==> src/rtl/sp_pkg.sv <==
package sp_pkg;
  // register bus geometry
  localparam int ADDR_W = 3;
  localparam logic [ADDR_W-1:0] REG_RXD  = 3'd0;
  localparam logic [ADDR_W-1:0] REG_TXD  = 3'd1;
  localparam logic [ADDR_W-1:0] REG_STAT = 3'd2;
  localparam logic [ADDR_W-1:0] REG_CTRL = 3'd3;
  localparam logic [ADDR_W-1:0] REG_DIV  = 3'd4;

  // status / control word layout (software decodes these positions)
  localparam int ST_W      = 13;
  localparam int ST_PAR    = 0;
  localparam int ST_FRM    = 1;
  localparam int ST_BRK    = 2;
  localparam int ST_ROVR   = 3;
  localparam int ST_TOVR   = 4;
  localparam int ST_TIDLE  = 5;
  localparam int ST_TRDY   = 6;
  localparam int ST_RRDY   = 7;
  localparam int ST_EXC    = 8;
  localparam int CT_SBRK   = 9;
  localparam int ST_CTSCHG = 10;
  localparam int ST_CTS    = 11;
  localparam int CT_RTS    = 11;
  localparam int ST_EOP    = 12;

  // control bits that act as interrupt enables
  localparam logic [ST_W-1:0] IRQ_EN_MASK = 13'h15FF;

  localparam int DATA_BITS = 8;

  typedef enum logic [2:0] {
    RX_IDLE,
    RX_START,
    RX_DATA,
    RX_STOP,
    RX_HOLD
  } rx_state_e;
endpackage

==> src/rtl/sp_sync.sv <==
module sp_sync #(
  parameter int   STAGES  = 2,
  parameter logic RST_VAL = 1'b0
) (
  input  logic clk,
  input  logic rst_n,
  input  logic d,
  output logic q
);
  logic [STAGES-1:0] ff_q;

  always_ff @(posedge clk or negedge rst_n) begin
    if (!rst_n) ff_q <= {STAGES{RST_VAL}};
    else        ff_q <= {ff_q[STAGES-2:0], d};
  end

  assign q = ff_q[STAGES-1];
endmodule

==> src/rtl/sp_tx.sv <==
module sp_tx
  import sp_pkg::*;
#(
  parameter int DIV_W = 16
) (
  input  logic                 clk,
  input  logic                 rst_n,
  input  logic [DIV_W-1:0]     div,
  input  logic                 in_valid,
  input  logic [DATA_BITS-1:0] in_data,
  output logic                 in_ready,
  output logic                 line,
  output logic                 idle
);
  localparam int FRAME_BITS = DATA_BITS + 2;
  localparam int IDX_W      = $clog2(FRAME_BITS);

  logic [DATA_BITS-1:0]  hold_q;
  logic                  full_q;
  logic                  busy_q;
  logic [FRAME_BITS-1:0] sh_q;
  logic [IDX_W-1:0]      idx_q;
  logic [DIV_W-1:0]      cnt_q;
  logic [DIV_W-1:0]      div_last;

  assign div_last = (div == '0) ? '0 : div - 1'b1;

  always_ff @(posedge clk or negedge rst_n) begin
    if (!rst_n) begin
      hold_q <= '0;
      full_q <= 1'b0;
      busy_q <= 1'b0;
      sh_q   <= '1;
      idx_q  <= '0;
      cnt_q  <= '0;
    end else begin
      if (in_valid && !full_q) begin
        hold_q <= in_data;
        full_q <= 1'b1;
      end
      if (!busy_q) begin
        if (full_q) begin
          sh_q   <= {1'b1, hold_q, 1'b0};
          busy_q <= 1'b1;
          full_q <= 1'b0;
          cnt_q  <= '0;
          idx_q  <= '0;
        end
      end else if (cnt_q >= div_last) begin
        cnt_q <= '0;
        sh_q  <= {1'b1, sh_q[FRAME_BITS-1:1]};
        if (idx_q == IDX_W'(FRAME_BITS - 1)) busy_q <= 1'b0;
        else                                 idx_q  <= idx_q + 1'b1;
      end else begin
        cnt_q <= cnt_q + 1'b1;
      end
    end
  end

  assign in_ready = !full_q;
  assign line     = busy_q ? sh_q[0] : 1'b1;
  assign idle     = !full_q && !busy_q;


  start_bit_low_chk: assert property (@(posedge clk) disable iff (!rst_n)
    $rose(busy_q) |-> !line);


  hold_no_clobber_chk: assert property (@(posedge clk) disable iff (!rst_n)
    (in_valid && !in_ready) |=> $stable(hold_q));
endmodule

==> src/rtl/sp_rx.sv <==
module sp_rx
  import sp_pkg::*;
#(
  parameter int DIV_W = 16
) (
  input  logic                 clk,
  input  logic                 rst_n,
  input  logic [DIV_W-1:0]     div,
  input  logic                 line,
  output logic                 out_valid,
  output logic [DATA_BITS-1:0] out_data,
  output logic                 out_frm,
  output logic                 out_brk
);
  localparam int IDX_W = $clog2(DATA_BITS);

  rx_state_e            st_q;
  logic [DIV_W-1:0]     cnt_q;
  logic [IDX_W-1:0]     idx_q;
  logic [DATA_BITS-1:0] sh_q;
  logic [DIV_W-1:0]     div_last;
  logic [DIV_W-1:0]     half;
  logic [DIV_W-1:0]     half_lim;

  assign div_last = (div == '0) ? '0 : div - 1'b1;
  assign half     = div >> 1;
  assign half_lim = (half == '0) ? '0 : half - 1'b1;

  always_ff @(posedge clk or negedge rst_n) begin
    if (!rst_n) begin
      st_q      <= RX_IDLE;
      cnt_q     <= '0;
      idx_q     <= '0;
      sh_q      <= '0;
      out_valid <= 1'b0;
      out_data  <= '0;
      out_frm   <= 1'b0;
      out_brk   <= 1'b0;
    end else begin
      out_valid <= 1'b0;
      case (st_q)
        RX_IDLE: begin
          if (!line) begin
            st_q  <= RX_START;
            cnt_q <= '0;
          end
        end
        RX_START: begin
          if (cnt_q >= half_lim) begin
            cnt_q <= '0;
            idx_q <= '0;
            st_q  <= line ? RX_IDLE : RX_DATA;
          end else begin
            cnt_q <= cnt_q + 1'b1;
          end
        end
        RX_DATA: begin
          if (cnt_q >= div_last) begin
            cnt_q <= '0;
            sh_q  <= {line, sh_q[DATA_BITS-1:1]};
            if (idx_q == IDX_W'(DATA_BITS - 1)) st_q  <= RX_STOP;
            else                                idx_q <= idx_q + 1'b1;
          end else begin
            cnt_q <= cnt_q + 1'b1;
          end
        end
        RX_STOP: begin
          if (cnt_q >= div_last) begin
            cnt_q     <= '0;
            out_valid <= 1'b1;
            out_data  <= sh_q;
            out_frm   <= !line;
            out_brk   <= !line && (sh_q == '0);
            st_q      <= line ? RX_IDLE : RX_HOLD;
          end else begin
            cnt_q <= cnt_q + 1'b1;
          end
        end
        RX_HOLD: begin
          if (line) st_q <= RX_IDLE;
        end
        default: st_q <= RX_IDLE;
      endcase
    end
  end


  single_pulse_chk: assert property (@(posedge clk) disable iff (!rst_n)
    out_valid |=> !out_valid);


  brk_has_frm_chk: assert property (@(posedge clk) disable iff (!rst_n)
    (out_valid && out_brk) |-> out_frm);
endmodule

==> src/rtl/mmio_uart.sv <==
module mmio_uart
  import sp_pkg::*;
#(
  parameter int               BUS_W    = 16,
  parameter int               DIV_W    = 16,
  parameter logic [DIV_W-1:0] DIV_INIT = 16'd434,
  parameter int               SYNC_N   = 2
) (
  input  logic              clk,
  input  logic              rst_n,
  input  logic [ADDR_W-1:0] bus_addr,
  input  logic              bus_wr,
  input  logic              bus_rd,
  input  logic [BUS_W-1:0]  bus_wdata,
  output logic [BUS_W-1:0]  bus_rdata,
  input  logic              rxd,
  output logic              txd,
  input  logic              cts_in,
  output logic              rts_out,
  output logic              irq
);
  // decoded accesses
  logic tx_wr, st_wr, ctrl_wr, div_wr, rx_rd;
  assign tx_wr   = bus_wr && (bus_addr == REG_TXD);
  assign st_wr   = bus_wr && (bus_addr == REG_STAT);
  assign ctrl_wr = bus_wr && (bus_addr == REG_CTRL);
  assign div_wr  = bus_wr && (bus_addr == REG_DIV);
  assign rx_rd   = bus_rd && (bus_addr == REG_RXD);

  // configuration
  logic [ST_W-1:0]  ctrl_q;
  logic [DIV_W-1:0] div_q;

  always_ff @(posedge clk or negedge rst_n) begin
    if (!rst_n) begin
      ctrl_q <= '0;
      div_q  <= DIV_INIT;
    end else begin
      if (ctrl_wr) ctrl_q <= bus_wdata[ST_W-1:0];
      if (div_wr)  div_q  <= bus_wdata[DIV_W-1:0];
    end
  end

  // line synchronisers
  logic rxd_s, cts_s, cts_d;

  sp_sync #(.STAGES(SYNC_N), .RST_VAL(1'b1)) u_rxd_sync (
    .clk(clk), .rst_n(rst_n), .d(rxd), .q(rxd_s));

  sp_sync #(.STAGES(SYNC_N), .RST_VAL(1'b0)) u_cts_sync (
    .clk(clk), .rst_n(rst_n), .d(cts_in), .q(cts_s));

  // transmitter
  logic tx_ready, tx_line, tx_idle, tx_ovr;
  assign tx_ovr = tx_wr && !tx_ready;

  sp_tx #(.DIV_W(DIV_W)) u_tx (
    .clk      (clk),
    .rst_n    (rst_n),
    .div      (div_q),
    .in_valid (tx_wr),
    .in_data  (bus_wdata[DATA_BITS-1:0]),
    .in_ready (tx_ready),
    .line     (tx_line),
    .idle     (tx_idle)
  );

  // receiver
  logic                 rx_valid, rx_frm, rx_brk;
  logic [DATA_BITS-1:0] rx_byte;

  sp_rx #(.DIV_W(DIV_W)) u_rx (
    .clk       (clk),
    .rst_n     (rst_n),
    .div       (div_q),
    .line      (rxd_s),
    .out_valid (rx_valid),
    .out_data  (rx_byte),
    .out_frm   (rx_frm),
    .out_brk   (rx_brk)
  );

  // latched receive data and flags; a new event wins over a clearing write
  logic [DATA_BITS-1:0] rx_data_q;
  logic rrdy_q, frm_q, brk_q, roe_q, toe_q, dcts_q;

  always_ff @(posedge clk or negedge rst_n) begin
    if (!rst_n) begin
      rx_data_q <= '0;
      rrdy_q    <= 1'b0;
      frm_q     <= 1'b0;
      brk_q     <= 1'b0;
      roe_q     <= 1'b0;
      toe_q     <= 1'b0;
      dcts_q    <= 1'b0;
      cts_d     <= 1'b0;
    end else begin
      cts_d <= cts_s;

      if (rx_valid)   rx_data_q <= rx_byte;

      if (rx_valid)   rrdy_q <= 1'b1;
      else if (rx_rd) rrdy_q <= 1'b0;

      if (rx_valid && rx_frm)         frm_q <= 1'b1;
      else if (st_wr)                 frm_q <= 1'b0;

      if (rx_valid && rx_brk)         brk_q <= 1'b1;
      else if (st_wr)                 brk_q <= 1'b0;

      if (rx_valid && rrdy_q && !rx_rd) roe_q <= 1'b1;
      else if (st_wr)                   roe_q <= 1'b0;

      if (tx_ovr)                     toe_q <= 1'b1;
      else if (st_wr)                 toe_q <= 1'b0;

      if (cts_s != cts_d)             dcts_q <= 1'b1;
      else if (st_wr)                 dcts_q <= 1'b0;
    end
  end

  // status word
  logic [ST_W-1:0] stat;

  always_comb begin
    stat            = '0;
    stat[ST_PAR]    = 1'b0;
    stat[ST_FRM]    = frm_q;
    stat[ST_BRK]    = brk_q;
    stat[ST_ROVR]   = roe_q;
    stat[ST_TOVR]   = toe_q;
    stat[ST_TIDLE]  = tx_idle;
    stat[ST_TRDY]   = tx_ready;
    stat[ST_RRDY]   = rrdy_q;
    stat[ST_EXC]    = frm_q | brk_q | roe_q | toe_q;
    stat[ST_CTSCHG] = dcts_q;
    stat[ST_CTS]    = cts_s;
    stat[ST_EOP]    = 1'b0;
  end

  // read mux
  always_comb begin
    bus_rdata = '0;
    case (bus_addr)
      REG_RXD:  bus_rdata[DATA_BITS-1:0] = rx_data_q;
      REG_STAT: bus_rdata[ST_W-1:0]      = stat;
      REG_CTRL: bus_rdata[ST_W-1:0]      = ctrl_q;
      REG_DIV:  bus_rdata[DIV_W-1:0]     = div_q;
      default:  bus_rdata                = '0;
    endcase
  end

  assign irq     = |(stat & ctrl_q & IRQ_EN_MASK);
  assign rts_out = ctrl_q[CT_RTS];
  assign txd     = ctrl_q[CT_SBRK] ? 1'b0 : tx_line;


  rx_overrun_chk: assert property (@(posedge clk) disable iff (!rst_n)
    (rx_valid && rrdy_q && !rx_rd) |=> (roe_q && rrdy_q));


  tx_overrun_chk: assert property (@(posedge clk) disable iff (!rst_n)
    (tx_wr && !tx_ready) |=> toe_q);


  exc_clear_chk: assert property (@(posedge clk) disable iff (!rst_n)
    (st_wr && !rx_valid) |=> !stat[ST_EXC]);


  cts_change_chk: assert property (@(posedge clk) disable iff (!rst_n)
    (cts_s != cts_d) |=> dcts_q);
endmodule

==> config.mk <==
export PLATFORM = sky130hd
export DESIGN_NAME = mmio_uart
export DESIGN_NICKNAME = d
export VERILOG_FILES = /design/src/rtl/sp_pkg.sv /design/src/rtl/sp_sync.sv /design/src/rtl/sp_tx.sv /design/src/rtl/sp_rx.sv /design/src/rtl/mmio_uart.sv
export SDC_FILE = /design/constraint.sdc
export NUM_CORES = 1
export LEC_CHECK = 0
export ABC_AREA = 0
export BUFFER_PORTS_ARGS = -buffer_cell sky130_fd_sc_hd__clkbuf_2
export CORE_UTILIZATION = 50
export DETAILED_ROUTE_END_ITERATION = 12
export GPL_ROUTABILITY_DRIVEN = 0
export PLACE_DENSITY = 0.71
export SLEW_MARGIN = 20
export SYNTH_ARGS = -nofsm -noshare
export SYNTH_HDL_FRONTEND = slang
export SYNTH_HIERARCHICAL = 1
export SYNTH_SLANG_ARGS = --single-unit
export TNS_END_PERCENT = 20
==> constraint.sdc <==
create_clock -name clk -period 8.1 [get_ports clk]
set_input_delay 1.215 -clock clk [delete_from_list [all_inputs] [get_ports clk]]
set_output_delay 1.215 -clock clk [all_outputs]
set_load 0.01 [all_outputs]
## Yosys cells after proc, flatten, opt, wreduce, memory -nomap -nowiden

Index checks and enable logic that the tools add are counted.

| storage, ports and cells | value |
|---|---|
| flip-flop bits (word level) | 129 |
| bits of input ports | 25 |
| output and inout port bits | 19 |
| word-level logic and storage cells | 150 |

| cells by class | value |
|---|---|
| add/subtract/negate cells | 6 |
| order comparisons | 3 |
| eq/ne operators | 20 |
| muxes and demuxes | 51 |
| bitwise logic cells | 4 |
| reduce and logical (&&, ||, !) cells | 40 |

Operators by type and width:

| operator | count |
|---|---|
| $mux 16 | 8 |
| $ge 16x16->1 | 3 |
| $pmux 16 s3 | 1 |
| $mux 3 | 11 |
| $add 16x1->16 const B | 2 |
| $logic_not 16->1 | 2 |
| $pmux 8 s4 | 1 |
| $mux 10 | 3 |
| $mux 1 | 19 |
| $mux 4 | 4 |
| $reduce_bool 2->1 | 8 |
| $sub 15x1->16 const B | 1 |
| $sub 16x1->16 const B | 1 |
| $pmux 3 s5 | 1 |
| $pmux 5 s3 | 1 |
| $and 12x13->13 | 1 |
| $logic_and 1x1->1 | 13 |
| $eq 3x2->1 const B | 4 |
| $reduce_or 11->1 | 1 |
| $ne 2x2->1 const B | 5 |
| $eq 3x3->1 const B | 3 |
| $logic_not 8->1 | 1 |
| $ne 2x1->1 const B | 4 |
| $reduce_and 2->1 | 4 |
| other kinds (15) | 22 |

## Depth between registers and ports, before layout

Gate-level depths: netlist of the first run.

| depth | value |
|---|---|
| depth in word-level cells | 6 |
| mapped depth | 16 |
| depth with buffers taken out | 15 |

## Cells and area by module

Netlist of the first run, hierarchy kept.

Modules (own cells, without submodules):

| module | instances | cells an instance | area an instance (um2) | sequential area each (um2) |
|---|---|---|---|---|
| sp_rx | 1 | 384 | 3,311.9 | 1,026.0 |
| sp_tx | 1 | 283 | 2,722.6 | 987.2 |
| mmio_uart | 1 | 162 | 2,104.5 | 1,107.3 |
| sp_sync (u_rxd_sync) | 1 | 2 | 52.6 | 52.6 |
| sp_sync (u_cts_sync) | 1 | 2 | 50.0 | 50.0 |

## Least setup slack after synthesis of the first run

OpenSTA, ideal clock, no wires.

| timing path | value |
|---|---|
| path kind | flip-flop to flip-flop |
| from | register div_q[9] |
| to | register u_rx.idx_q[0] |
| setup time | 0.125 ns |
| arrival time | 4.374 ns |
| data required time | 7.975 ns |
| path slack | 3.601 ns |
| cell stages (with the launch flop) | 16 |
| path buffers | 2 |
| period minus slack after synthesis | 4.499 ns |
| path through | dfrtp_1 > clkbuf_1 > or4_1 > nor4_2 > nand2_1 > nor4_1 > xor2_1 > nand2_1 > ha_1 > nand4_2 > or3_1 > or4_1 > and3_4 > buf_6 > a311o_1 > mux2_4 |

| between the ends | value |
|---|---|
| longest elaborated chain between the ends | 5 |
| elaborated cells between the ends (all ways) | 11 |
| classes of those cells | 2 x add/sub; 2 x order compare; 2 x eq/ne; 2 x mux; 3 x reduce/logical |

RTL lines:

| element | line | text |
|---|---|---|
| from (decl) | mmio_uart.sv:32 | `logic [DIV_W-1:0] div_q;` |
| from (signal assigned) | mmio_uart.sv:40 | `if (div_wr) div_q <= bus_wdata[DIV_W-1:0];` |
| $sub 16x1->16 (tied with other cells) | sp_rx.sv:25 | `assign div_last = (div == '0) ? '0 : div - 1'b1;` |
| $mux 16, on equally long branches | sp_rx.sv:25, sp_rx.sv:27 |  |
| $ge 16x16->1, on equally long branches | sp_rx.sv:58, sp_rx.sv:49 |  |
| $ne 2x1->1 (no source line) | -- |  |
| $reduce_and 4->1 (no source line) (*) | -- |  |
| to (signal assigned) | sp_rx.sv:62 | `else idx_q <= idx_q + 1'b1;` |
| to (decl) | sp_rx.sv:19 | `logic [IDX_W-1:0] idx_q;` |

Every way passes the cells marked *; elsewhere a longest branch is shown, timed or not.
A chain may end at the register's enable or synchronous reset.

## Worst setup path in the final report of the first run

| timing path | value |
|---|---|
| from | register div_q[11] |
| to | register u_rx.cnt_q[15] |

| between the ends | value |
|---|---|
| longest elaborated chain between the ends | 5 |
| elaborated cells between the ends (all ways) | 11 |
| classes of those cells | 2 x add/sub; 2 x order compare; 5 x mux; 2 x reduce/logical |

RTL lines:

| element | line | text |
|---|---|---|
| $sub 16x1->16 (tied with other cells) | sp_rx.sv:25 |  |
| $mux 16, on equally long branches | sp_rx.sv:25, sp_rx.sv:27 |  |
| $ge 16x16->1, on equally long branches | sp_rx.sv:58, sp_rx.sv:68, sp_rx.sv:49 |  |
| $mux 16, on equally long branches | sp_rx.sv:58, sp_rx.sv:68, sp_rx.sv:49 |  |
| $pmux 16 s3 (*) | sp_rx.sv:41 | `case (st_q)` |
| to (signal assigned) | sp_rx.sv:54 | `cnt_q <= cnt_q + 1'b1;` |
| to (signal assigned) | sp_rx.sv:64 | `cnt_q <= cnt_q + 1'b1;` |
| to (signal assigned) | sp_rx.sv:76 | `cnt_q <= cnt_q + 1'b1;` |
| to (decl) | sp_rx.sv:18 | `logic [DIV_W-1:0] cnt_q;` |

Marks and branches as above.

==> flow_summary.html, run 1 <==
<table>
<tr><th>Metric</th><th>Value</th></tr>
<tr><th colspan="2">Run status</th></tr>
<tr><td>Outcome</td><td>completed</td></tr>
<tr><th colspan="2">Cells and area</th></tr>
<tr><td>Fraction of the core area covered by cells at the end of the flow</td><td>~57%</td></tr>
<tr><td>Synth-to-Final Area Change</td><td>10.5%</td></tr>
<tr><td>Fraction of final layout cells sized beyond drive strength 1</td><td>19.2%</td></tr>
<tr><td>Number of nets at the end of the flow</td><td>947</td></tr>
<tr><td>ANT cells</td><td>0</td></tr>
<tr><td>Fill cell instance count of the final layout</td><td>1414</td></tr>
<tr><th colspan="2">STA</th></tr>
<tr><td>Number of hold-slack violations in the final timing report</td><td>0</td></tr>
<tr><td>Total negative setup slack</td><td>0 ps</td></tr>
<tr><td>Setup repair after global routing missed its margin</td><td>false</td></tr>
<tr><td>Ratio of final minimum period to clock period</td><td>59.4%</td></tr>
<tr><td>Pins over their slew limit</td><td>0</td></tr>
<tr><td>Setup violation total in the final timing report</td><td>0</td></tr>
<tr><td>Worst Tran Pin Value</td><td>843 ps</td></tr>
<tr><td>Max Clock Skew</td><td>10.5 ps</td></tr>
<tr><td>Highest Clock Rate</td><td>0.208 GHz</td></tr>
<tr><td>Final period demand of the worst path</td><td>4810 ps</td></tr>
<tr><td>Worst max-slew margin expressed relative to the limit</td><td>43.8%</td></tr>
<tr><th colspan="2">Drt</th></tr>
<tr><td>Starting DRC count in detailed routing</td><td>365</td></tr>
<tr><td>Routed wirelength normalized by instance count</td><td>17.0 um</td></tr>
<tr><td>Post-detailed-route via-to-cell ratio</td><td>5.82</td></tr>
<tr><td>Via count</td><td>approximately 6400</td></tr>
<tr><td>Number of nets with antenna violations after routing</td><td>0</td></tr>
<tr><td>Number of search-and-repair iterations in the first detailed-routing pass</td><td>5</td></tr>
<tr><td>Sum of routed wire length over all layers</td><td>18500 um</td></tr>
<tr><td>Post-route DRC violation count</td><td>0</td></tr>
<tr><th colspan="2">Worst setup path</th></tr>
<tr><td>Critical path cell sequence</td><td>or4_1 &gt; nor4_2 &gt; nand2_1 &gt; nor4_1 &gt; xor2_1 &gt; nand2_1 &gt; ha_1 &gt; nand4_2 &gt; or3_1 &gt; or4_1 &gt; and4_1 &gt; nor2_1 &gt; o21ai_0</td></tr>
<tr><td>Stage delay of the slowest cell on the critical path</td><td>640 ps</td></tr>
<tr><td>Critical path data required time</td><td>8380 ps</td></tr>
<tr><td>Cell family with the largest share of critical-path delay</td><td>simple AND/OR/NAND/NOR gates</td></tr>
<tr><td>Critical path capture point type</td><td>flip-flop</td></tr>
<tr><td>Number of buffers and inverters on the critical path</td><td>0</td></tr>
<tr><td>Max Fanout on Critical Path</td><td>12</td></tr>
<tr><td>Critical path class</td><td>reg2reg</td></tr>
<tr><td>Worst reg-to-reg setup slack</td><td>between 3000 and 4000 ps</td></tr>
<tr><td>Slowest stage cell on the critical path</td><td>sky130_fd_sc_hd__or4_1</td></tr>
<tr><td>Critical path launch point type</td><td>flip-flop</td></tr>
<tr><td>Arrival time of the worst setup path</td><td>5090 ps</td></tr>
<tr><th colspan="2">Clocking</th></tr>
<tr><td>Number of buffers inserted by hold repair at cts</td><td>0</td></tr>
<tr><td>Clock tree from TritonCTS</td><td>yes</td></tr>
<tr><td>Worst-Skew Late Latency</td><td>420 ps</td></tr>
<tr><td>Clock-pin slew of the registers on the worst-case setup and hold paths</td><td>roughly 60 ps</td></tr>
<tr><td>Post-CTS Resized</td><td>0</td></tr>
<tr><td>Count of buffers added by post-CTS timing repair for setup</td><td>0</td></tr>
<tr><td>Clock tree root driver cell</td><td>sky130_fd_sc_hd__clkbuf_16</td></tr>
<tr><td>Inserted Clock Buffers</td><td>17</td></tr>
<tr><td>Count of H-tree levels built during CTS</td><td>4</td></tr>
<tr><td>CTS Buffer Depth</td><td>2</td></tr>
<tr><td>Clock Sinks</td><td>between 100 and 150</td></tr>
<tr><th colspan="2">Placed design</th></tr>
<tr><td>Number of buffers inserted by port buffering</td><td>43</td></tr>
<tr><td>Detailed Place HPWL</td><td>13200 um</td></tr>
<tr><th colspan="2">Global routing</th></tr>
<tr><td>Vias in the first global route</td><td>around 6000</td></tr>
<tr><td>Global-route wire length before repair</td><td>roughly 31000 um</td></tr>
<tr><td>Overall overflow remaining after global route</td><td>0</td></tr>
<tr><td>Overall routing resource usage</td><td>23.5%</td></tr>
<tr><td>Initial antenna violation count</td><td>0</td></tr>
<tr><td>Largest net degree at the start of global routing</td><td>66</td></tr>
<tr><th colspan="2">Pwr</th></tr>
<tr><td>Static Leakage</td><td>between 4 and 5 nW</td></tr>
<tr><td>Cell area power density</td><td>256 mW/mm^2</td></tr>
<tr><td>Max rail drop VDD</td><td>between 0.0002 and 0.00025 V</td></tr>
<tr><th colspan="2">Synth</th></tr>
<tr><td>Count of synthesis-stage warnings from yosys</td><td>6</td></tr>
<tr><td>Synth Net Count</td><td>between 900 and 1000</td></tr>
<tr><td>Number of enable-type register cells in the synthesized netlist</td><td>0</td></tr>
<tr><td>Number of standard cells after synthesis</td><td>around 830</td></tr>
<tr><td>Top FF cell, synth</td><td>sky130_fd_sc_hd__dfrtp_1</td></tr>
<tr><td>Post-synthesis average cell area</td><td>slightly below 10 sq um</td></tr>
<tr><td>Register area share after synthesis</td><td>39.1%</td></tr>
<tr><td>Synthesized flop and latch total</td><td>128</td></tr>
<tr><td>Number of distinct library cell variants in the gate-level netlist after synthesis</td><td>about 80</td></tr>
<tr><td>Share of async-settable or async-resettable flops after synthesis</td><td>100%</td></tr>
<tr><td>Netlist Area Pre-Place</td><td>0.00824 sq mm</td></tr>
<tr><th colspan="2">Floorplan</th></tr>
<tr><td>Die Span Y</td><td>130 um</td></tr>
<tr><td>Count of standard-cell rows</td><td>46</td></tr>
<tr><td>Core region area</td><td>0.0160 sq mm</td></tr>
<tr><td>Ports placed on the boundary</td><td>44</td></tr>
<tr><td>Full die area</td><td>~0.017 sq mm</td></tr>
<tr><td>Die boundary width</td><td>between 100 and 150 um</td></tr>
<tr><td>Initial core utilization</td><td>51.5%</td></tr>
<tr><th colspan="2">Job</th></tr>
<tr><td>Max_cap viols</td><td>0</td></tr>
<tr><th colspan="2">Hold path</th></tr>
<tr><td>Path category of the worst min-delay check</td><td>reg2reg</td></tr>
</table>
-- where the power goes --
group / switching (mW) / internal, mW / total, mW / leakage (nW)
Combinational: 0.307 / 0.304 / 0.612 / 2.41
Clock: 0.285 / 0.449 / 0.734 / 0.274
Sequential: 0.202 / 0.781 / 0.983 / 1.62
Total: 0.794 / 1.54 / 2.33 / 4.30
-- path summary, 6_finish.rpt --
| kind | start | endpoint | cells past startpoint |
|---|---|---|---|
| min reg2reg | u_rxd_sync/ff_q[0] | u_rxd_sync/ff_q[1] | 0 |
| max in group asynchronous | rst_n | u_tx/cnt_q[14] | 2 |
| max reg2reg | div_q[11] | u_rx/cnt_q[15] | 13 |
| max | div_q[11] | u_rx/cnt_q[15] | 13 |
| min in group asynchronous | rst_n | u_rx/sh_q[6] | 1 |
| min | u_rxd_sync/ff_q[0] | u_rxd_sync/ff_q[1] | 0 |
-- cells by family after synthesis --
kind of cell               share of synthesized area [%]
AOI/OAI and AO/OA                                   12.9
DFF                                                 39.1
muxes                                               11.2
and+or+nand+nor                                     19.8
xor gates and xnor gates                            4.46
adders and majority gates                           8.96
buffers and inverters                               3.55
-- worst register-to-register path, cell delays in order (launching register included) --
cell and delay (ps):
sky130_fd_sc_hd__dfrtp_1 490, sky130_fd_sc_hd__or4_1 650, sky130_fd_sc_hd__nor4_2 400, sky130_fd_sc_hd__nand2_1 250, sky130_fd_sc_hd__nor4_1 280, sky130_fd_sc_hd__xor2_1 190, sky130_fd_sc_hd__nand2_1 80, sky130_fd_sc_hd__ha_1 340
sky130_fd_sc_hd__nand4_2 110, sky130_fd_sc_hd__or3_1 410, sky130_fd_sc_hd__or4_1 580, sky130_fd_sc_hd__and4_1 360, sky130_fd_sc_hd__nor2_1 380, sky130_fd_sc_hd__o21ai_0 160
-- layout make-up --
| type | count | area [sq um] | area share [%] |
|---|---|---|---|
| clock inverter | 10 | 101 | 1.11 |
| inverter | 20 | 75.1 | 0.824 |
| tap | 216 | 270 | 2.97 |
| clock buffer | 22 | 474 | 5.21 |
| timing repair buffer | 46 | 240 | 2.64 |
| multi-input combinational | 650 | 4730 | 51.9 |
| sequential | 128 | 3220 | 35.4 |
-- metal layers --
layer	wire (um)	track usage (%)	up-vias
li1	-	-	3092
met2	8570	36.4	169
met3	915	4.68	16
met5	0	0	-
met1	8870	33.1	3073
met4	187	7.37	0
-- cell usage in the layout (no fill, tap or decap), types with 13 or more instances in the layout --
cell type,n
sky130_fd_sc_hd__inv_1,19
sky130_fd_sc_hd__nand4_1,14
sky130_fd_sc_hd__clkbuf_16,17
sky130_fd_sc_hd__mux2i_1,19
sky130_fd_sc_hd__nor2_1,39
sky130_fd_sc_hd__xor2_1,27
sky130_fd_sc_hd__a31oi_1,13
sky130_fd_sc_hd__clkbuf_2,42
sky130_fd_sc_hd__xnor2_1,15
sky130_fd_sc_hd__mux2_2,50
sky130_fd_sc_hd__nand2_1,115
sky130_fd_sc_hd__a21oi_1,31
sky130_fd_sc_hd__o21ai_0,25
sky130_fd_sc_hd__nor3_1,20
sky130_fd_sc_hd__dfrtp_1,112
sky130_fd_sc_hd__and2_1,18
sky130_fd_sc_hd__dfstp_2,16
sky130_fd_sc_hd__mux2_1,14
sky130_fd_sc_hd__nor2b_1,18
sky130_fd_sc_hd__nand3_1,17
sky130_fd_sc_hd__ha_1,59
-- cell usage after synthesis (6+ instances only) --
library cell,instances,area (sq um)
sky130_fd_sc_hd__nand2b_1,12,75.1
sky130_fd_sc_hd__nand4_1,14,87.6
sky130_fd_sc_hd__mux2_2,50,563
sky130_fd_sc_hd__nand3_1,17,85.1
sky130_fd_sc_hd__mux2_1,14,158
sky130_fd_sc_hd__inv_1,19,71.3
sky130_fd_sc_hd__dfstp_2,16,420
sky130_fd_sc_hd__xor2_1,27,236
sky130_fd_sc_hd__o21ai_0,25,125
sky130_fd_sc_hd__xnor2_1,15,131
sky130_fd_sc_hd__a21o_1,7,52.6
sky130_fd_sc_hd__a31oi_1,13,81.3
sky130_fd_sc_hd__o221ai_1,6,52.6
sky130_fd_sc_hd__nor2b_1,18,113
sky130_fd_sc_hd__a22o_1,9,78.8
sky130_fd_sc_hd__o22ai_1,9,56.3
sky130_fd_sc_hd__and3_1,11,68.8
sky130_fd_sc_hd__nor3_1,20,100
sky130_fd_sc_hd__a211oi_1,8,60.1
sky130_fd_sc_hd__mux2i_1,19,190
sky130_fd_sc_hd__and2_1,18,113
sky130_fd_sc_hd__ha_1,59,738
sky130_fd_sc_hd__clkbuf_1,21,78.8
sky130_fd_sc_hd__a21oi_1,31,155
sky130_fd_sc_hd__nor2_1,39,146
sky130_fd_sc_hd__nor4_1,8,50.1
sky130_fd_sc_hd__dfrtp_1,112,2800
sky130_fd_sc_hd__nand2_1,115,432
-- stage by stage --
stage                     area (sq um)  instances  hold slack [ps]  power, mW  setup WS, ps
after global routing              9110       1092              363       2.47          2950
after floorplan                   8240        833              331       1.41          3600
final                             9110       1092              357       2.33          3290
after detailed placement          8530       1060              344       1.60          3370
after global placement            8530       1060              344       1.57          3500
after CTS                         9110       1092              357       2.34          3340
-- flip-flops by register name, indices dropped and copies added (netlist names), 8 cells and up --
register / flops
div_q: 16
u_rx/cnt_q: 16
u_tx/cnt_q: 16
ctrl_q: 13
u_tx/sh_q: 9
rx_data_q: 8
u_rx/out_data: 8
u_rx/sh_q: 8
u_tx/hold_q: 8
Power figures use the tool's default switching activity.
==> run 2: changes to the inputs <==
--- a/config.mk
+++ b/config.mk
@@ -5,12 +5,12 @@
 export SDC_FILE = /design/constraint.sdc
 export NUM_CORES = 1
 export LEC_CHECK = 0
-export ABC_AREA = 0
+export ABC_AREA = 1
 export BUFFER_PORTS_ARGS = -buffer_cell sky130_fd_sc_hd__clkbuf_2
 export CORE_UTILIZATION = 50
 export DETAILED_ROUTE_END_ITERATION = 12
 export GPL_ROUTABILITY_DRIVEN = 0
-export PLACE_DENSITY = 0.71
+export PLACE_DENSITY = 0.74
 export SLEW_MARGIN = 20
 export SYNTH_ARGS = -nofsm -noshare
 export SYNTH_HDL_FRONTEND = slang
==> constraint.sdc (replaced) <==
create_clock -name clk -period 4.3 [get_ports clk]
set_input_delay 0.645 -clock clk [delete_from_list [all_inputs] [get_ports clk]]
set_output_delay 0.645 -clock clk [all_outputs]
set_load 0.01 [all_outputs]
==> run 2 against run 1 <==
  * Largest power group unchanged
  * Die area is 4.8% higher
  * Routed wire length is 12% higher
  * Non-clock buffer count is 1 lower
  * Core utilization is 0.31 points higher
  * Global-route usage is 1.2 points higher
  * Sequential cell count stayed put
  * Maximum frequency is 42% higher
  * Combinational power is 120% higher
  * Cell count is 31% higher
  * Setup slack worse by 2400 ps
==> flow_summary.html, run 2 <==
<table>
<tr><th>Metric</th><th>Value</th></tr>
<tr><th colspan="2">Run status</th></tr>
<tr><td>Outcome</td><td>completed</td></tr>
<tr><th colspan="2">Pwr</th></tr>
<tr><td>Pwr Total</td><td>4.49 mW</td></tr>
<tr><td>Proportion of power drawn by combinational gates</td><td>30.0%</td></tr>
<tr><td>Fraction of power consumed by sequential logic</td><td>36.3%</td></tr>
<tr><td>Switching part of the total</td><td>38.1%</td></tr>
<tr><td>Max rail drop VDD</td><td>0.000365 V</td></tr>
<tr><td>Clk network pwr share</td><td>approximately 34%</td></tr>
<tr><td>Cell area power density</td><td>~470 mW/mm^2</td></tr>
<tr><td>Net switching power</td><td>around 1.7 mW</td></tr>
<tr><td>Cell internal pwr</td><td>2.78 mW</td></tr>
<tr><td>Static Leakage</td><td>roughly 5 nW</td></tr>
<tr><th colspan="2">Placed design</th></tr>
<tr><td>Number of buffers inserted by port buffering</td><td>43</td></tr>
<tr><td>Placement Setup Slack</td><td>942 ps</td></tr>
<tr><td>Placed Area</td><td>0.00898 sq mm</td></tr>
<tr><td>Detailed Place HPWL</td><td>15000 um</td></tr>
<tr><th colspan="2">Cells and area</th></tr>
<tr><td>Registers with the most flip-flops</td><td>div_q x16, u_rx/cnt_q x16, u_tx/cnt_q x16</td></tr>
<tr><td>Synth-to-Final Area Change</td><td>11.0%</td></tr>
<tr><td>ANT cells</td><td>0</td></tr>
<tr><td>Post-route cell area</td><td>0.00959 sq mm</td></tr>
<tr><td>Flip-flop and latch area</td><td>0.00322 sq mm</td></tr>
<tr><td>Total area of multi-input combinational cells</td><td>0.00471 sq mm</td></tr>
<tr><td>Fill cell instance count of the final layout</td><td>1544</td></tr>
<tr><td>Fraction of final layout cells sized beyond drive strength 1</td><td>14.1%</td></tr>
<tr><td>Number of nets at the end of the flow</td><td>1285</td></tr>
<tr><td>Most common cell after layout, fill and taps aside</td><td>sky130_fd_sc_hd__nand2_1</td></tr>
<tr><td>Commonest non-fill, non-tap cells in the layout</td><td>sky130_fd_sc_hd__nand2_1 (388), sky130_fd_sc_hd__inv_1 (129), sky130_fd_sc_hd__dfrtp_1 (112)</td></tr>
<tr><th colspan="2">Worst setup path</th></tr>
<tr><td>Path depth of the worst reg2reg path</td><td>18</td></tr>
<tr><td>Critical path class</td><td>reg2reg</td></tr>
<tr><td>Max Fanout on Critical Path</td><td>13</td></tr>
<tr><td>Slowest stage cell on the critical path</td><td>sky130_fd_sc_hd__dfstp_2</td></tr>
<tr><td>Critical path cell sequence</td><td>inv_1 &gt; ha_1 &gt; nand2_1 &gt; inv_1 &gt; nand2_2 &gt; inv_1 &gt; nand4_1 &gt; nand3b_1 &gt; ha_1 &gt; nand2_1 &gt; inv_1 &gt; nand3_1 &gt; a21oi_1 &gt; nor2_1 &gt; nand2_2 &gt; nand2_4 &gt; inv_2 &gt; o22ai_1</td></tr>
<tr><td>Total stage count of the critical path</td><td>18</td></tr>
<tr><td>Critical path data required time</td><td>4600 ps</td></tr>
<tr><td>Cell family with the largest share of critical-path delay</td><td>simple AND/OR/NAND/NOR gates</td></tr>
<tr><td>Cell repeated most along the worst path</td><td>sky130_fd_sc_hd__inv_1</td></tr>
<tr><td>Beginning of the critical path</td><td>div_q[1]</td></tr>
<tr><td>Stage delay of the slowest cell on the critical path</td><td>~600 ps</td></tr>
<tr><td>Arrival time of the worst setup path</td><td>3680 ps</td></tr>
<tr><td>Critical path capture point type</td><td>flip-flop</td></tr>
<tr><td>Worst reg-to-reg setup slack</td><td>910 ps</td></tr>
<tr><td>Crit path capture</td><td>u_rx/cnt_q[10]</td></tr>
<tr><td>Reg-to-reg critical path startpoint</td><td>div_q[1]</td></tr>
<tr><td>Critical path launch point type</td><td>flip-flop</td></tr>
<tr><td>End of the worst register-to-register path</td><td>u_rx/cnt_q[10]</td></tr>
<tr><td>Number of buffers and inverters on the critical path</td><td>5</td></tr>
<tr><th colspan="2">Synth</th></tr>
<tr><td>Synthesized flop and latch total</td><td>128</td></tr>
<tr><td>Number of enable-type register cells in the synthesized netlist</td><td>0</td></tr>
<tr><td>Count leader, synth</td><td>sky130_fd_sc_hd__nand2_1</td></tr>
<tr><td>Count of synthesis-stage warnings from yosys</td><td>6</td></tr>
<tr><td>Register area share after synthesis</td><td>around 37%</td></tr>
<tr><td>Synth Net Count</td><td>1245</td></tr>
<tr><td>Top FF cell, synth</td><td>sky130_fd_sc_hd__dfrtp_1</td></tr>
<tr><td>Most used standard cells in the synthesized netlist</td><td>sky130_fd_sc_hd__nand2_1 (388), sky130_fd_sc_hd__inv_1 (129), sky130_fd_sc_hd__dfrtp_1 (112)</td></tr>
<tr><td>Top cells by area in the synthesized netlist</td><td>sky130_fd_sc_hd__dfrtp_1 (32%), sky130_fd_sc_hd__nand2_1 (17%), sky130_fd_sc_hd__ha_1 (8.5%)</td></tr>
<tr><td>Number of distinct library cell variants in the gate-level netlist after synthesis</td><td>43</td></tr>
<tr><td>Post-synthesis average cell area</td><td>7.44 sq um</td></tr>
<tr><td>Share of async-settable or async-resettable flops after synthesis</td><td>100%</td></tr>
<tr><td>Number of standard cells after synthesis</td><td>1161</td></tr>
<tr><td>Netlist Area Pre-Place</td><td>between 0.008 and 0.009 sq mm</td></tr>
<tr><td>Cell type with the largest total area after synthesis</td><td>sky130_fd_sc_hd__dfrtp_1</td></tr>
<tr><td>Top cell type's share of synthesized area</td><td>around a third</td></tr>
<tr><th colspan="2">Floorplan</th></tr>
<tr><td>Ports placed on the boundary</td><td>44</td></tr>
<tr><td>Core region area</td><td>0.0168 sq mm</td></tr>
<tr><td>Die boundary width</td><td>133 um</td></tr>
<tr><td>Die Span Y</td><td>around 130 um</td></tr>
<tr><td>Full die area</td><td>roughly 0.018 sq mm</td></tr>
<tr><td>Initial core utilization</td><td>between 50% and 60%</td></tr>
<tr><td>Count of standard-cell rows</td><td>between 40 and 50</td></tr>
<tr><th colspan="2">Clocking</th></tr>
<tr><td>Number of buffers inserted by hold repair at cts</td><td>0</td></tr>
<tr><td>Clock-pin slew of the registers on the worst-case setup and hold paths</td><td>~60 ps</td></tr>
<tr><td>Count of H-tree levels built during CTS</td><td>4</td></tr>
<tr><td>Clock tree root driver cell</td><td>sky130_fd_sc_hd__clkbuf_16</td></tr>
<tr><td>Inserted Clock Buffers</td><td>17</td></tr>
<tr><td>Clock tree from TritonCTS</td><td>yes</td></tr>
<tr><td>Post-CTS Resized</td><td>0</td></tr>
<tr><td>Worst-Skew Late Latency</td><td>430 ps</td></tr>
<tr><td>Count of buffers added by post-CTS timing repair for setup</td><td>0</td></tr>
<tr><td>Clock Sinks</td><td>about 130</td></tr>
<tr><td>CTS Buffer Depth</td><td>2</td></tr>
<tr><th colspan="2">Drt</th></tr>
<tr><td>Number of search-and-repair iterations in the first detailed-routing pass</td><td>5</td></tr>
<tr><td>Post-detailed-route via-to-cell ratio</td><td>5.36</td></tr>
<tr><td>Post-route DRC violation count</td><td>0</td></tr>
<tr><td>Number of nets with antenna violations after routing</td><td>0</td></tr>
<tr><td>Starting DRC count in detailed routing</td><td>516</td></tr>
<tr><td>Sum of routed wire length over all layers</td><td>20900 um</td></tr>
<tr><td>Via count</td><td>between 7000 and 8000</td></tr>
<tr><td>Routed wirelength normalized by instance count</td><td>14.5 um</td></tr>
<tr><th colspan="2">STA</th></tr>
<tr><td>Pins over their slew limit</td><td>0</td></tr>
<tr><td>Setup violation total in the final timing report</td><td>0</td></tr>
<tr><td>Highest Clock Rate</td><td>0.295 GHz</td></tr>
<tr><td>Max Clock Skew</td><td>7.59 ps</td></tr>
<tr><td>Ratio of final minimum period to clock period</td><td>78.7%</td></tr>
<tr><td>Worst max-slew margin expressed relative to the limit</td><td>50.7%</td></tr>
<tr><td>Final period demand of the worst path</td><td>between 3000 and 4000 ps</td></tr>
<tr><td>Worst Tran Pin Value</td><td>739 ps</td></tr>
<tr><td>Total negative setup slack</td><td>0 ps</td></tr>
<tr><td>Number of hold-slack violations in the final timing report</td><td>0</td></tr>
<tr><td>Setup repair after global routing missed its margin</td><td>false</td></tr>
<tr><td>Min setup slack post-route</td><td>914 ps</td></tr>
<tr><th colspan="2">Global routing</th></tr>
<tr><td>Overall overflow remaining after global route</td><td>0</td></tr>
<tr><td>Vias in the first global route</td><td>7151</td></tr>
<tr><td>Initial antenna violation count</td><td>0</td></tr>
<tr><td>Global-route wire length before repair</td><td>34700 um</td></tr>
<tr><td>Overall routing resource usage</td><td>24.7%</td></tr>
<tr><td>Largest net degree at the start of global routing</td><td>80</td></tr>
<tr><th colspan="2">Hold path</th></tr>
<tr><td>Path category of the worst min-delay check</td><td>in2async</td></tr>
<tr><th colspan="2">Job</th></tr>
<tr><td>Max_cap viols</td><td>0</td></tr>
</table>
[run 2: cell types whose count changed after synthesis, moves of 14 or more]
cell / before / now
sky130_fd_sc_hd__mux2_2: 50 / 8
sky130_fd_sc_hd__nor2b_1: 18 / 0
sky130_fd_sc_hd__mux2_1: 14 / 0
sky130_fd_sc_hd__clkbuf_1: 21 / 3
sky130_fd_sc_hd__nand3_1: 17 / 77
sky130_fd_sc_hd__inv_1: 19 / 129
sky130_fd_sc_hd__o21ai_0: 25 / 42
sky130_fd_sc_hd__o21ai_1: 0 / 18
sky130_fd_sc_hd__nand4_1: 14 / 30
sky130_fd_sc_hd__nand2_1: 115 / 388
sky130_fd_sc_hd__nor2_1: 39 / 78
sky130_fd_sc_hd__and2_1: 18 / 0
[run 2: layout make-up]
type | instances | share of cell area (%)
Tap cell | 220 | 2.87
Multi-Input combinational cell | 867 | 49.1
Timing Repair Buffer | 45 | 2.46
Inverter | 142 | 5.57
Sequential cell | 128 | 33.6
Clock buffer | 17 | 4.43
Clock inverter | 15 | 1.97
[run 2: layer usage]
metal | wire [um] | track usage (%) | vias up
met4 | 392 | 8.65 | 0
met2 | 9920 | 40.1 | 209
li1 | - | - | 3821
met1 | 9580 | 33.4 | 3615
met5 | 0 | 0 | -
met3 | 971 | 4.03 | 35
[run 2: through the flow]
step	instances	util [%]	hold slack, ps
floorplan	1161	-	331
CTS	1434	57.2	279
finish	1434	57.2	249
global placement	1402	53.6	332
detailed placement	1402	53.6	342
global route	1434	57.2	286
[run 2: worst register-to-register path: cells and delay by family, from the launching register on]
family,cells,cell delay (ps)
simple gates,9,1310
fa+ha+maj,2,600
buf+inv,5,530
flops,1,600
compound gates,2,250
[run 2: worst min-delay path by stage]
stage,from,slack [ps],cells past startpoint,to
after floorplan,u_cts_sync/ff_q[0],330,0,u_cts_sync/ff_q[1]
after global placement,u_cts_sync/ff_q[0],330,0,u_cts_sync/ff_q[1]
after detailed placement,u_cts_sync/ff_q[0],340,0,u_cts_sync/ff_q[1]
after CTS,rxd,280,1,u_rxd_sync/ff_q[0]
after global routing,rxd,290,1,u_rxd_sync/ff_q[0]
final,rst_n,250,1,u_tx/idx_q[1]
[run 2: power by group through the flow]
stage                     combinational [mW]  clock, mW  sequential, mW
after global routing                    1.55       1.57            1.65
final                                   1.34       1.51            1.63
after CTS                               1.34       1.53            1.63
after floorplan                         1.04          0            1.56
after detailed placement                1.32          0            1.64
after global placement                  1.28          0            1.64
[run 2: cell families after synthesis]
group | share of synthesized area (%)
buffers and inverters | 8.21
xor gates and xnor gates | 3.65
DFF | 37.3
AOI/OAI and AO/OA | 7.31
adders and majority gates | 8.54
and+or+nand+nor | 33.1
muxes | 1.85
==> run 3: changes to the inputs <==
--- a/config.mk
+++ b/config.mk
@@ -10,7 +10,7 @@
 export CORE_UTILIZATION = 50
 export DETAILED_ROUTE_END_ITERATION = 12
 export GPL_ROUTABILITY_DRIVEN = 0
-export PLACE_DENSITY = 0.74
+export PLACE_DENSITY = 0.71
 export SLEW_MARGIN = 20
 export SYNTH_ARGS = -nofsm -noshare
 export SYNTH_HDL_FRONTEND = slang
==> constraint.sdc (replaced) <==
create_clock -name clk -period 3.48 [get_ports clk]
set_input_delay 0.522 -clock clk [delete_from_list [all_inputs] [get_ports clk]]
set_output_delay 0.522 -clock clk [all_outputs]
set_load 0.01 [all_outputs]
==> run 3 against run 2 <==
  * First-iteration DRC count grew 7.8%
  * Clock power increased by 9%
  * Via count fell by 0.35%
  * Clock-buffer cell count is 2 higher
  * Final area is 0.13% higher
  * Die area is the same
==> flow_summary.html, run 3 (same netlist as run 2, synthesis figures left out) <==
<table>
<tr><th>Metric</th><th>Value</th></tr>
<tr><th colspan="2">Run status</th></tr>
<tr><td>Outcome</td><td>completed</td></tr>
<tr><th colspan="2">Cells and area</th></tr>
<tr><td>Registers with the most flip-flops</td><td>div_q x16, u_rx/cnt_q x16, u_tx/cnt_q x16</td></tr>
<tr><td>Most common cell after layout, fill and taps aside</td><td>sky130_fd_sc_hd__nand2_1</td></tr>
<tr><td>Number of nets at the end of the flow</td><td>1295</td></tr>
<tr><td>Fraction of the core area covered by cells at the end of the flow</td><td>57.3%</td></tr>
<tr><td>Synth-to-Final Area Change</td><td>11.1%</td></tr>
<tr><td>Fraction of final layout cells sized beyond drive strength 1</td><td>14.6%</td></tr>
<tr><td>ANT cells</td><td>0</td></tr>
<tr><td>Commonest non-fill, non-tap cells in the layout</td><td>sky130_fd_sc_hd__nand2_1 (388), sky130_fd_sc_hd__inv_1 (129), sky130_fd_sc_hd__dfrtp_1 (112)</td></tr>
<tr><th colspan="2">Global routing</th></tr>
<tr><td>Overall overflow remaining after global route</td><td>0</td></tr>
<tr><td>Overall routing resource usage</td><td>between 20 and 30%</td></tr>
<tr><td>Initial antenna violation count</td><td>0</td></tr>
<tr><td>Vias in the first global route</td><td>around 7300</td></tr>
<tr><td>Global-route wire length before repair</td><td>35200 um</td></tr>
<tr><td>Largest net degree at the start of global routing</td><td>53</td></tr>
<tr><th colspan="2">Drt</th></tr>
<tr><td>Starting DRC count in detailed routing</td><td>556</td></tr>
<tr><td>Sum of routed wire length over all layers</td><td>around 21000 um</td></tr>
<tr><td>Number of nets with antenna violations after routing</td><td>0</td></tr>
<tr><td>Number of search-and-repair iterations in the first detailed-routing pass</td><td>5</td></tr>
<tr><td>Post-detailed-route via-to-cell ratio</td><td>5.30</td></tr>
<tr><td>Post-route DRC violation count</td><td>0</td></tr>
<tr><td>Routed wirelength normalized by instance count</td><td>about 15 um</td></tr>
<tr><td>Via count</td><td>7653</td></tr>
<tr><th colspan="2">Worst setup path</th></tr>
<tr><td>Arrival time of the worst setup path</td><td>about 3500 ps</td></tr>
<tr><td>Max Fanout on Critical Path</td><td>9</td></tr>
<tr><td>End of the worst register-to-register path</td><td>u_rx/cnt_q[6]</td></tr>
<tr><td>Critical path launch point type</td><td>flip-flop</td></tr>
<tr><td>Path depth of the worst reg2reg path</td><td>18</td></tr>
<tr><td>Critical path capture point type</td><td>flip-flop</td></tr>
<tr><td>Reg-to-reg critical path startpoint</td><td>div_q[1]</td></tr>
<tr><td>Critical path cell sequence</td><td>inv_1 &gt; ha_1 &gt; nand2_1 &gt; inv_1 &gt; nand2_2 &gt; nor2_4 &gt; nand2_2 &gt; nor2_1 &gt; a31oi_1 &gt; o21ai_0 &gt; ha_1 &gt; a21oi_1 &gt; o21ai_0 &gt; nor2_2 &gt; nand3_1 &gt; nand2_4 &gt; inv_2 &gt; o22ai_1</td></tr>
<tr><td>Crit path capture</td><td>u_rx/cnt_q[6]</td></tr>
<tr><td>Stage delay of the slowest cell on the critical path</td><td>580 ps</td></tr>
<tr><td>Critical path data required time</td><td>3820 ps</td></tr>
<tr><td>Worst reg-to-reg setup slack</td><td>290 ps</td></tr>
<tr><td>Beginning of the critical path</td><td>div_q[1]</td></tr>
<tr><td>Critical path class</td><td>reg2reg</td></tr>
<tr><td>Slowest stage cell on the critical path</td><td>sky130_fd_sc_hd__dfstp_2</td></tr>
<tr><th colspan="2">STA</th></tr>
<tr><td>Post-Route Hold Slack</td><td>between 100 and 150 ps</td></tr>
<tr><td>Highest Clock Rate</td><td>0.313 GHz</td></tr>
<tr><td>Final period demand of the worst path</td><td>between 3000 and 4000 ps</td></tr>
<tr><td>Setup violation total in the final timing report</td><td>0</td></tr>
<tr><td>Max Clock Skew</td><td>~10 ps</td></tr>
<tr><td>Ratio of final minimum period to clock period</td><td>91.7%</td></tr>
<tr><td>Worst Tran Pin Value</td><td>between 600 and 700 ps</td></tr>
<tr><td>Worst max-slew margin expressed relative to the limit</td><td>54.3%</td></tr>
<tr><td>Number of hold-slack violations in the final timing report</td><td>0</td></tr>
<tr><td>Min setup slack post-route</td><td>288 ps</td></tr>
<tr><td>Total negative setup slack</td><td>0 ps</td></tr>
<tr><td>Setup repair after global routing missed its margin</td><td>false</td></tr>
<tr><td>Pins over their slew limit</td><td>0</td></tr>
<tr><th colspan="2">Job</th></tr>
<tr><td>Max_cap viols</td><td>0</td></tr>
<tr><th colspan="2">Floorplan</th></tr>
<tr><td>Count of standard-cell rows</td><td>47</td></tr>
<tr><td>Die Span Y</td><td>133 um</td></tr>
<tr><td>Ports placed on the boundary</td><td>44</td></tr>
<tr><td>Core region area</td><td>0.0168 sq mm</td></tr>
<tr><td>Full die area</td><td>~0.018 sq mm</td></tr>
<tr><td>Initial core utilization</td><td>51.6%</td></tr>
<tr><td>Die boundary width</td><td>about 130 um</td></tr>
<tr><th colspan="2">Clocking</th></tr>
<tr><td>Clock tree from TritonCTS</td><td>yes</td></tr>
<tr><td>Clock tree root driver cell</td><td>sky130_fd_sc_hd__clkbuf_16</td></tr>
<tr><td>Count of H-tree levels built during CTS</td><td>4</td></tr>
<tr><td>Inserted Clock Buffers</td><td>17</td></tr>
<tr><td>Clock Sinks</td><td>128</td></tr>
<tr><td>Clock-pin slew of the registers on the worst-case setup and hold paths</td><td>60 ps</td></tr>
<tr><td>Worst-Skew Late Latency</td><td>430 ps</td></tr>
<tr><td>CTS Buffer Depth</td><td>2</td></tr>
<tr><th colspan="2">Hold path</th></tr>
<tr><td>Path category of the worst min-delay check</td><td>in2async</td></tr>
<tr><th colspan="2">Pwr</th></tr>
<tr><td>Cell area power density</td><td>555 mW/mm^2</td></tr>
<tr><td>Max rail drop VDD</td><td>0.000369 V</td></tr>
<tr><td>Static Leakage</td><td>5.07 nW</td></tr>
<tr><th colspan="2">Placed design</th></tr>
<tr><td>Placement Setup Slack</td><td>between 200 and 300 ps</td></tr>
<tr><td>Detailed Place HPWL</td><td>between 15000 and 20000 um</td></tr>
<tr><td>Number of buffers inserted by port buffering</td><td>43</td></tr>
</table>
run 3: changes by cell type in the layout (fill, tap and decap cells not counted), moves of 2 or more:
cell and delta:
sky130_fd_sc_hd__buf_4 +10, sky130_fd_sc_hd__bufinv_16 -2, sky130_fd_sc_hd__clkbuf_1 +2, sky130_fd_sc_hd__clkinv_4 +3, sky130_fd_sc_hd__clkinvlp_4 +2, sky130_fd_sc_hd__inv_8 -4
run 3: worst min path at each step:
stage                                     to  cells after the start
after floorplan                        brk_q                      0
after global placement    u_cts_sync/ff_q[1]                      0
after detailed placement  u_rxd_sync/ff_q[1]                      0
after CTS                     u_tx/hold_q[2]                      1
after global routing          u_tx/hold_q[2]                      1
final                         u_tx/hold_q[2]                      1
run 3: power breakdown:
part | switching (mW) | internal (mW)
clock network | 0.715 | 0.922
logic | 1.06 | 0.636
registers | 0.283 | 1.72
total | 2.06 | 3.27
run 3: what timing repair did:
action	in CTS	in global routing
setup buffers	0	2
resized for setup	0	1
hold buffers	0	0
endpoints found under the hold margin	0	0
setup endpoints to repair	0	26
run 3: through the flow:
step | area, sq um | cells | power, mW
6_report | 9610 | 1444 | 5.33
5_1_grt | 9610 | 1444 | 5.69
4_1_cts | 9570 | 1442 | 5.33
3_5_place_dp | 9040 | 1410 | 3.67
3_3_place_gp | 9040 | 1410 | 3.64
2_1_floorplan | 8640 | 1161 | 3.22
run 3: critical path: cells and delay by family (launching register included):
| kind | cells | cell delay (ps) |
|---|---|---|
| adders and majority gates | 2 | 580 |
| buffers and inverters | 3 | 280 |
| AOI/OAI and AO/OA | 5 | 610 |
| and+or+nand+nor | 8 | 1030 |
| DFF | 1 | 580 |
run 3: routing by layer:
layer,share of wire [%],up-vias,global-route usage [%]
met5,0,-,0
met2,48,206,41.3
met1,46,3570,33.2
li1,-,3848,-
met4,1.6,0,8.33
met3,4.5,29,4.57
run 3: area by class of cell:
class	instances	area, sq um
fillers	1531	7150
multi-input cells	867	4720
flip-flops and latches	128	3220
inverters	142	534
clock buffers	19	433
repair buffers	55	320
well taps	220	275
clock inverters	13	105
